==> config.mk <==
export PLATFORM = sky130hd
export DESIGN_NAME = pwm_trip_ctrl
export DESIGN_NICKNAME = d
export VERILOG_FILES = /design/src/rtl/pwm_trip_pkg.sv /design/src/rtl/trip_sync.sv /design/src/rtl/rearm_tracker.sv /design/src/rtl/w1c_flags.sv /design/src/rtl/pwm_trip_ctrl.sv
export SDC_FILE = /design/constraint.sdc
export NUM_CORES = 1
export LEC_CHECK = 0
export BUFFER_PORTS_ARGS = -buffer_cell sky130_fd_sc_hd__buf_2
export CAP_MARGIN = 10
export CORE_UTILIZATION = 35
export CTS_CLUSTER_SIZE = 14
export DETAILED_ROUTE_END_ITERATION = 12
export PLACE_DENSITY = 0.77
export SYNTH_ARGS = -nofsm -noshare
export SYNTH_HDL_FRONTEND = slang
export SYNTH_SLANG_ARGS = --single-unit
==> constraint.sdc <==
create_clock -name clk_i -period 1.5 [get_ports clk_i]
set_clock_uncertainty 0.1 [all_clocks]
set_input_delay 0.225 -clock clk_i [delete_from_list [all_inputs] [get_ports clk_i]]
set_output_delay 0.225 -clock clk_i [all_outputs]
set_load 0.01 [all_outputs]
==> src/rtl/pwm_trip_pkg.sv <==
package pwm_trip_pkg;
  localparam int ADDR_W  = 3;
  localparam int DATA_W  = 16;
  localparam int N_GATE  = 6;
  localparam int N_TREG  = 4;
  localparam int SYNC_STAGES = 2;

  typedef logic [ADDR_W-1:0] addr_t;

  localparam addr_t ADDR_CTRL  = 3'd0;
  localparam addr_t ADDR_STAT  = 3'd1;
  localparam addr_t ADDR_TREG0 = 3'd2;  // period, then three duties

  localparam int CTRL_EN_BIT  = 0;
  localparam int ST_PIN_BIT   = 3;
  localparam int ST_TRIP_BIT  = 8;
  localparam int ST_SYNC_BIT  = 9;
endpackage

==> src/rtl/trip_sync.sv <==
module trip_sync #(
  parameter int STAGES = 2
) (
  input  logic clk_i,
  input  logic rst_ni,
  input  logic d_i,
  output logic q_o
);
  logic [STAGES-1:0] sr_q;

  // resets high so a healthy pin does not trip on reset release
  always_ff @(posedge clk_i or negedge rst_ni) begin
    if (!rst_ni) sr_q <= '1;
    else         sr_q <= {sr_q[STAGES-2:0], d_i};
  end

  assign q_o = sr_q[STAGES-1];
endmodule

==> src/rtl/rearm_tracker.sv <==
module rearm_tracker #(
  parameter int N_REG = 4
) (
  input  logic             clk_i,
  input  logic             rst_ni,
  input  logic             pin_ok_i,
  input  logic [N_REG-1:0] reg_wr_i,
  output logic             tripped_o,
  output logic             trip_evt_o,
  output logic [N_REG-1:0] mask_o
);
  logic             tripped_q;
  logic [N_REG-1:0] mask_q;

  assign trip_evt_o = !pin_ok_i && !tripped_q;

  always_ff @(posedge clk_i or negedge rst_ni) begin
    if (!rst_ni) begin
      tripped_q <= 1'b0;
      mask_q    <= '0;
    end else if (trip_evt_o) begin
      tripped_q <= 1'b1;
      mask_q    <= '0;
    end else begin
      mask_q <= mask_q | reg_wr_i;
      if (tripped_q && pin_ok_i && (&mask_q)) tripped_q <= 1'b0;
    end
  end

  assign tripped_o = tripped_q;
  assign mask_o    = mask_q;
endmodule

==> src/rtl/w1c_flags.sv <==
module w1c_flags #(
  parameter int N = 2
) (
  input  logic         clk_i,
  input  logic         rst_ni,
  input  logic [N-1:0] set_i,
  input  logic [N-1:0] clr_i,
  output logic [N-1:0] q_o
);
  logic [N-1:0] q;

  // set has priority over a same-edge clear
  always_ff @(posedge clk_i or negedge rst_ni) begin
    if (!rst_ni) q <= '0;
    else         q <= set_i | (q & ~clr_i);
  end

  assign q_o = q;
endmodule

==> src/rtl/pwm_trip_ctrl.sv <==
module pwm_trip_ctrl
  import pwm_trip_pkg::*;
(
  input  logic                  clk_i,
  input  logic                  rst_ni,
  input  logic                  trip_ni,
  input  logic [N_GATE-1:0]     gate_i,
  input  logic                  sync_i,
  input  logic                  wr_en_i,
  input  logic [ADDR_W-1:0]     wr_addr_i,
  input  logic [DATA_W-1:0]     wr_data_i,
  output logic [N_GATE-1:0]     gate_o,
  output logic                  sync_o,
  output logic                  run_o,
  output logic                  en_o,
  output logic [DATA_W-1:0]     status_o
);
  logic              pin_s;
  logic              tripped;
  logic              trip_evt;
  logic [N_TREG-1:0] treg_wr;
  logic [N_TREG-1:0] wr_mask;
  logic              en_q;
  logic              pass;
  logic [1:0]        flag_set, flag_clr, flags;
  logic              stat_wr, ctrl_wr;
  logic              unused_data;

  assign unused_data = ^wr_data_i;

  trip_sync #(.STAGES(SYNC_STAGES)) u_sync (
    .clk_i (clk_i),
    .rst_ni(rst_ni),
    .d_i   (trip_ni),
    .q_o   (pin_s)
  );

  for (genvar i = 0; i < N_TREG; i++) begin : g_treg
    assign treg_wr[i] = wr_en_i && (wr_addr_i == ADDR_TREG0 + ADDR_W'(i));
  end

  rearm_tracker #(.N_REG(N_TREG)) u_rearm (
    .clk_i     (clk_i),
    .rst_ni    (rst_ni),
    .pin_ok_i  (pin_s),
    .reg_wr_i  (treg_wr),
    .tripped_o (tripped),
    .trip_evt_o(trip_evt),
    .mask_o    (wr_mask)
  );

  assign ctrl_wr = wr_en_i && (wr_addr_i == ADDR_CTRL);
  assign stat_wr = wr_en_i && (wr_addr_i == ADDR_STAT);

  always_ff @(posedge clk_i or negedge rst_ni) begin
    if (!rst_ni)       en_q <= 1'b0;
    else if (trip_evt) en_q <= 1'b0;
    else if (ctrl_wr)  en_q <= wr_data_i[CTRL_EN_BIT];
  end

  // asynchronous kill: raw pin gates the outputs with no flop in the path
  assign pass   = trip_ni && !tripped && en_q;
  assign gate_o = pass ? gate_i : '0;
  assign sync_o = pass && sync_i;

  assign flag_set = {sync_o, trip_evt};
  assign flag_clr = {stat_wr && wr_data_i[ST_SYNC_BIT], stat_wr && wr_data_i[ST_TRIP_BIT]};

  w1c_flags #(.N(2)) u_flags (
    .clk_i (clk_i),
    .rst_ni(rst_ni),
    .set_i (flag_set),
    .clr_i (flag_clr),
    .q_o   (flags)
  );

  always_comb begin
    status_o              = '0;
    status_o[ST_PIN_BIT]  = pin_s;
    status_o[ST_TRIP_BIT] = flags[0];
    status_o[ST_SYNC_BIT] = flags[1];
  end

  assign run_o = !tripped;
  assign en_o  = en_q;
endmodule

Yosys cells after proc, flatten, opt, wreduce, memory -nomap -nowiden
Cells that the tools add are included.

word-level totals
  register bits after elaboration = 10
  input bits = 30
  output and inout port bits = 25
  word-level logic and storage cells = 40

cells by class
  equality and inequality tests = 5
  multiplexer cells = 6
  bitwise operators = 4
  reductions and logical operators = 20

operators with widths
  operator                                             number
  logical AND 1 bit                                    14
  equality test 3 x 2 -> 1 bit, second input constant  2
  equality test 3 bit, second input constant           2
  2-to-1 mux 6 bit                                     1
  2-to-1 mux 1 bit                                     4
  2-to-1 mux 4 bit                                     1
  OR 4 bit                                             1
  AND reduction 4 bit                                  1
  nonzero test 2 bit                                   2
  equality test 3 x 1 -> 1 bit, second input constant  1
  zero test 3 bit                                      1
  bitwise AND 2 bit                                    1
  zero test 1 bit                                      2
  inverter 2 bit                                       1
  OR 2 bit                                             1

Logic depth before layout (Yosys ltp)
  depth after elaboration = 6
  gate-level depth with buffers = 3
  gate-level depth less buffers = 2

Cells and area by module
From an unflattened synthesis, not the netlist that was laid out.

unflattened totals
  cell total of the unflattened synthesis = 61
  area total of the unflattened synthesis = 594.3 µm²

modules (own cells, without submodules)
  module         instances  cells an instance  area an instance (µm²)  sequential area each (µm²)
  pwm_trip_ctrl  1          37                 286.5                   25.0
  rearm_tracker  1          16                 182.7                   125.1
  w1c_flags      1          6                  72.6                    50.0
  trip_sync      1          2                  52.6                    52.6

Worst setup path before layout
Ideal clock, no wire load.

  path type = register to register
  from = reg u_rearm.tripped_q, in the netlist u_rearm.tripped_o
  to = reg u_flags.q[1], in the netlist u_flags.q_o[1]
  library setup time = 0.126 ns
  data arrival time = 1.031 ns
  data required time = 1.274 ns
  path slack = 0.243 ns
  stages on the path, launching flop included = 4
  path buffers = 1
  period minus slack after synthesis = 1.257 ns
  cells stage by stage = dfrtp_1 -> and3b_1 -> buf_6 -> a221o_1

between the ends
  word-level cells in the longest chain between the ends = 5

RTL lines
  item                            line                 source
  start, declared                 rearm_tracker.sv:12  logic tripped_q;
  start signal, assigned          rearm_tracker.sv:19  tripped_q <= 1'b0;
  start signal, assigned          rearm_tracker.sv:22  tripped_q <= 1'b1;
  start signal, assigned          rearm_tracker.sv:26  if (tripped_q && pin_ok_i && (&mask_q)) tripped_q <= 1'b0;
  zero test 1 bit                 pwm_trip_ctrl.sv:62  assign pass = trip_ni && !tripped && en_q;
  logical AND 1 bit (2 in a row)  pwm_trip_ctrl.sv:62
  logical AND 1 bit               pwm_trip_ctrl.sv:64  assign sync_o = pass && sync_i;
  OR 2 bit                        w1c_flags.sv:15      else q <= set_i | (q & ~clr_i);
  end signal, assigned            w1c_flags.sv:15
  end, declared                   w1c_flags.sv:10      logic [N-1:0] q;

Every way passes these cells.
A chain may end at the register's enable or synchronous reset.

Final worst setup path
  from = reg u_rearm.tripped_q, in the netlist u_rearm.tripped_o
  to = out gate_o[1]

between the ends
  word-level cells in the longest chain between the ends = 4

RTL lines
  item                            line                 source
  zero test 1 bit                 pwm_trip_ctrl.sv:62
  logical AND 1 bit (2 in a row)  pwm_trip_ctrl.sv:62
  2-to-1 mux 6 bit                pwm_trip_ctrl.sv:63  assign gate_o = pass ? gate_i : '0;
  end, declared                   pwm_trip_ctrl.sv:12  output logic [N_GATE-1:0] gate_o,

Every way passes these cells.

==> metrics.yaml <==
critical_path_class: "reg -> out"
syn_avg_cell_area_um2: 10.5
cp-start-kind: "flop"
final_layout_size_suffix_gt1_frac: 0.478
num-nets-final: 121
synth_area_um2: 597
synth_xor_area_frac: 0
setup_tns_ns: -0.144
synth_fa_ha_area_frac: 0
seq_area_frac_synth: 0.423
ys_types: 21
maxCapViolCount: 0
num_rows: 14
mostFrequentLayoutCells: "22 x buf_2, 13 x conb_1, 8 x dfrtp_1, 6 x and2_4, 6 x buf_6"
routabilityCongestion: 0.763
dpl.hpwl_um: 900
critical_path.max_fanout: 8
cp_data_arrival_time_ns: 1.20
syn2layout_area_growth_pct: 34.6
vias: 493
synth_top_family_by_area: "simple AND/OR/NAND/NOR gates"
hold_slack_ns: 0.119
place_area_um2: 693
antenna_found_initial: 0
routedWlPerCell_um: 11.2
grt_util_all_layers: 0.135
cts_max_level: 1
status: "complete, but fails checks"
r2r_cells: 2
synth_seq_cells: 10
clkLatencyLatePin_ns: 0.26
grt_max_degree: 11
detail-route-antenna-nets: 0
antenna_cells: 0
grt_first_pass_wirelength_um: 1830
yosysWarnings: 0
yosys.area_share.simple: 0.229
setup_violations: 7
layout_commonest_cell: "buf_2"
fin_util: 0.521
core_um2: 1540
violations: "setup timing"
cts.sinks: 10
fillCellCount: 148
cts_tree: "yes"
cts_max_path_buffers: 2
critPathCaptureType: "output port"
hold_viol_final: 0
io_pins: 55
ir_drop_uv: 756
clkSlewWorstSetupHoldPaths_ns: 0.07
r2r-start: "en_o"
root_buffer: "clkbuf_4"
drt_iter0_markers: 1
period_share: 1.02
die_w_um: 43.3
post-route-worst-setup-slack_ns: -0.0274
min_from: "sync_i"
hold-path-cell-count: 2
chipHeight_um: 43.3
io_buffers: 28
drc: 0
start_util: 0.387
design_area_um2: 803
hold_class: "in -> reg"
grt_pass1_vias: 442
p_per_area_nw_per_um2: 1190
fmax_mhz: 655
drv_slew: 0
vias_per_cell: 4.65
drt-total-wl_um: 1190
r2r_slack_ns: 0.29
finalCriticalPeriod_ns: 1.53
required_ns: 1.17
synth_compound_area_frac: 0.111
drtPass1Iterations: 2
rsz0062_at_grt: "true"
netlist_instances: 57
grt-ovfl-total: 0
timing.rr.end: "u_flags.q_o[1]"
numCtsBuffers: 3
power_uw: 954
leakage_nw: 0.410
min_to: "u_flags.q_o[1]"
synth_mux_area_frac: 0.0168
dieArea_um2: 1870
-- final cells by class --
type,count,area (µm²),share of cell area
multi-input cells,41,270,0.336
flip-flops and latches,10,253,0.315
repair buffers,32,213,0.265
clock buffers,4,36.3,0.0452
inverters,3,11.3,0.0140
well taps,16,20.0,0.0249
-- cells by family after synthesis --
group / Yosys count
AO/OA/AOI/OAI: 10
flip-flops: 10
AND/OR/NAND/NOR: 17
other: 1
multiplexers: 1
buffers and inverters: 18
-- Yosys cell counts (all sizes together) --
library cell	instances	area share
buf	15	0.19
dfrtp	8	0.34
and2	7	0.086
o21ai	4	0.034
inv	3	0.019
o22a	3	0.044
a21oi	2	0.017
dfstp	2	0.088
nand4b	2	0.029
nor4bb	2	0.034
a221o	1	0.017
and3b	1	0.015
and4	1	0.015
conb	1	0.0063
mux2i	1	0.017
nand4bb	1	0.019
nor2	1	0.0063
nor2b	1	0.010
nor4b	1	0.015
-- worst max path at each step --
stage / cells past startpoint / slack [ns] / start / endpoint
after floorplan: 3 / 0.24 / u_rearm.tripped_o / u_flags.q_o[1]
after global placement: 3 / 0.23 / u_rearm.tripped_o / gate_o[3]
after detailed placement: 3 / 0.19 / u_rearm.tripped_o / gate_o[0]
after CTS: 3 / -0.05 / u_rearm.tripped_o / gate_o[1]
after global routing: 3 / -0.09 / u_rearm.tripped_o / gate_o[1]
final: 3 / -0.03 / u_rearm.tripped_o / gate_o[1]
-- flip-flops by register name, indices dropped and copies added, names as in the netlist --
| signal | flops |
|---|---|
| en_o | 1 |
| u_flags.q_o | 2 |
| u_rearm.mask_o | 4 |
| u_sync.sr_q | 2 |
| u_rearm.tripped_o | 1 |
-- report_power, final --
group	internal, mW	leakage (nW)	switching [mW]
clock	0.147	0.0210	0.0898
sequential	0.366	0.109	0.0478
combinational	0.159	0.280	0.144
total	0.673	0.410	0.281
-- routing by layer --
layer  wire [µm]  share of wire  track usage  vias to the layer above
met4           0              0       0.0364                        0
li1            -              -            -                      238
met3         128           0.11       0.0723                        0
met2         621           0.52        0.230                       29
met1         436           0.37        0.145                      226
met5           0              0            0                        -
-- critical path, stage by stage, from the launching register on --
cell     delay, ns
dfrtp_1       0.37
and3b_2       0.31
and2_1        0.14
buf_2         0.12
-- timing repair --
action                                 CTS  global route
setup buffers                            1             0
endpoints found under the hold margin   11             0
gates resized for setup                 13             0
setup endpoints to repair                7             7
pin swaps                                7             2
hold buffers                             2             0
-- stage by stage --
step	setup WS (ns)	instances
after floorplan	0.243	69
after global placement	0.231	99
after detailed placement	0.186	99
after CTS	-0.0532	106
after global routing	-0.0936	106
final	-0.0274	106
Note: power is estimated with default switching activity, not from simulation.
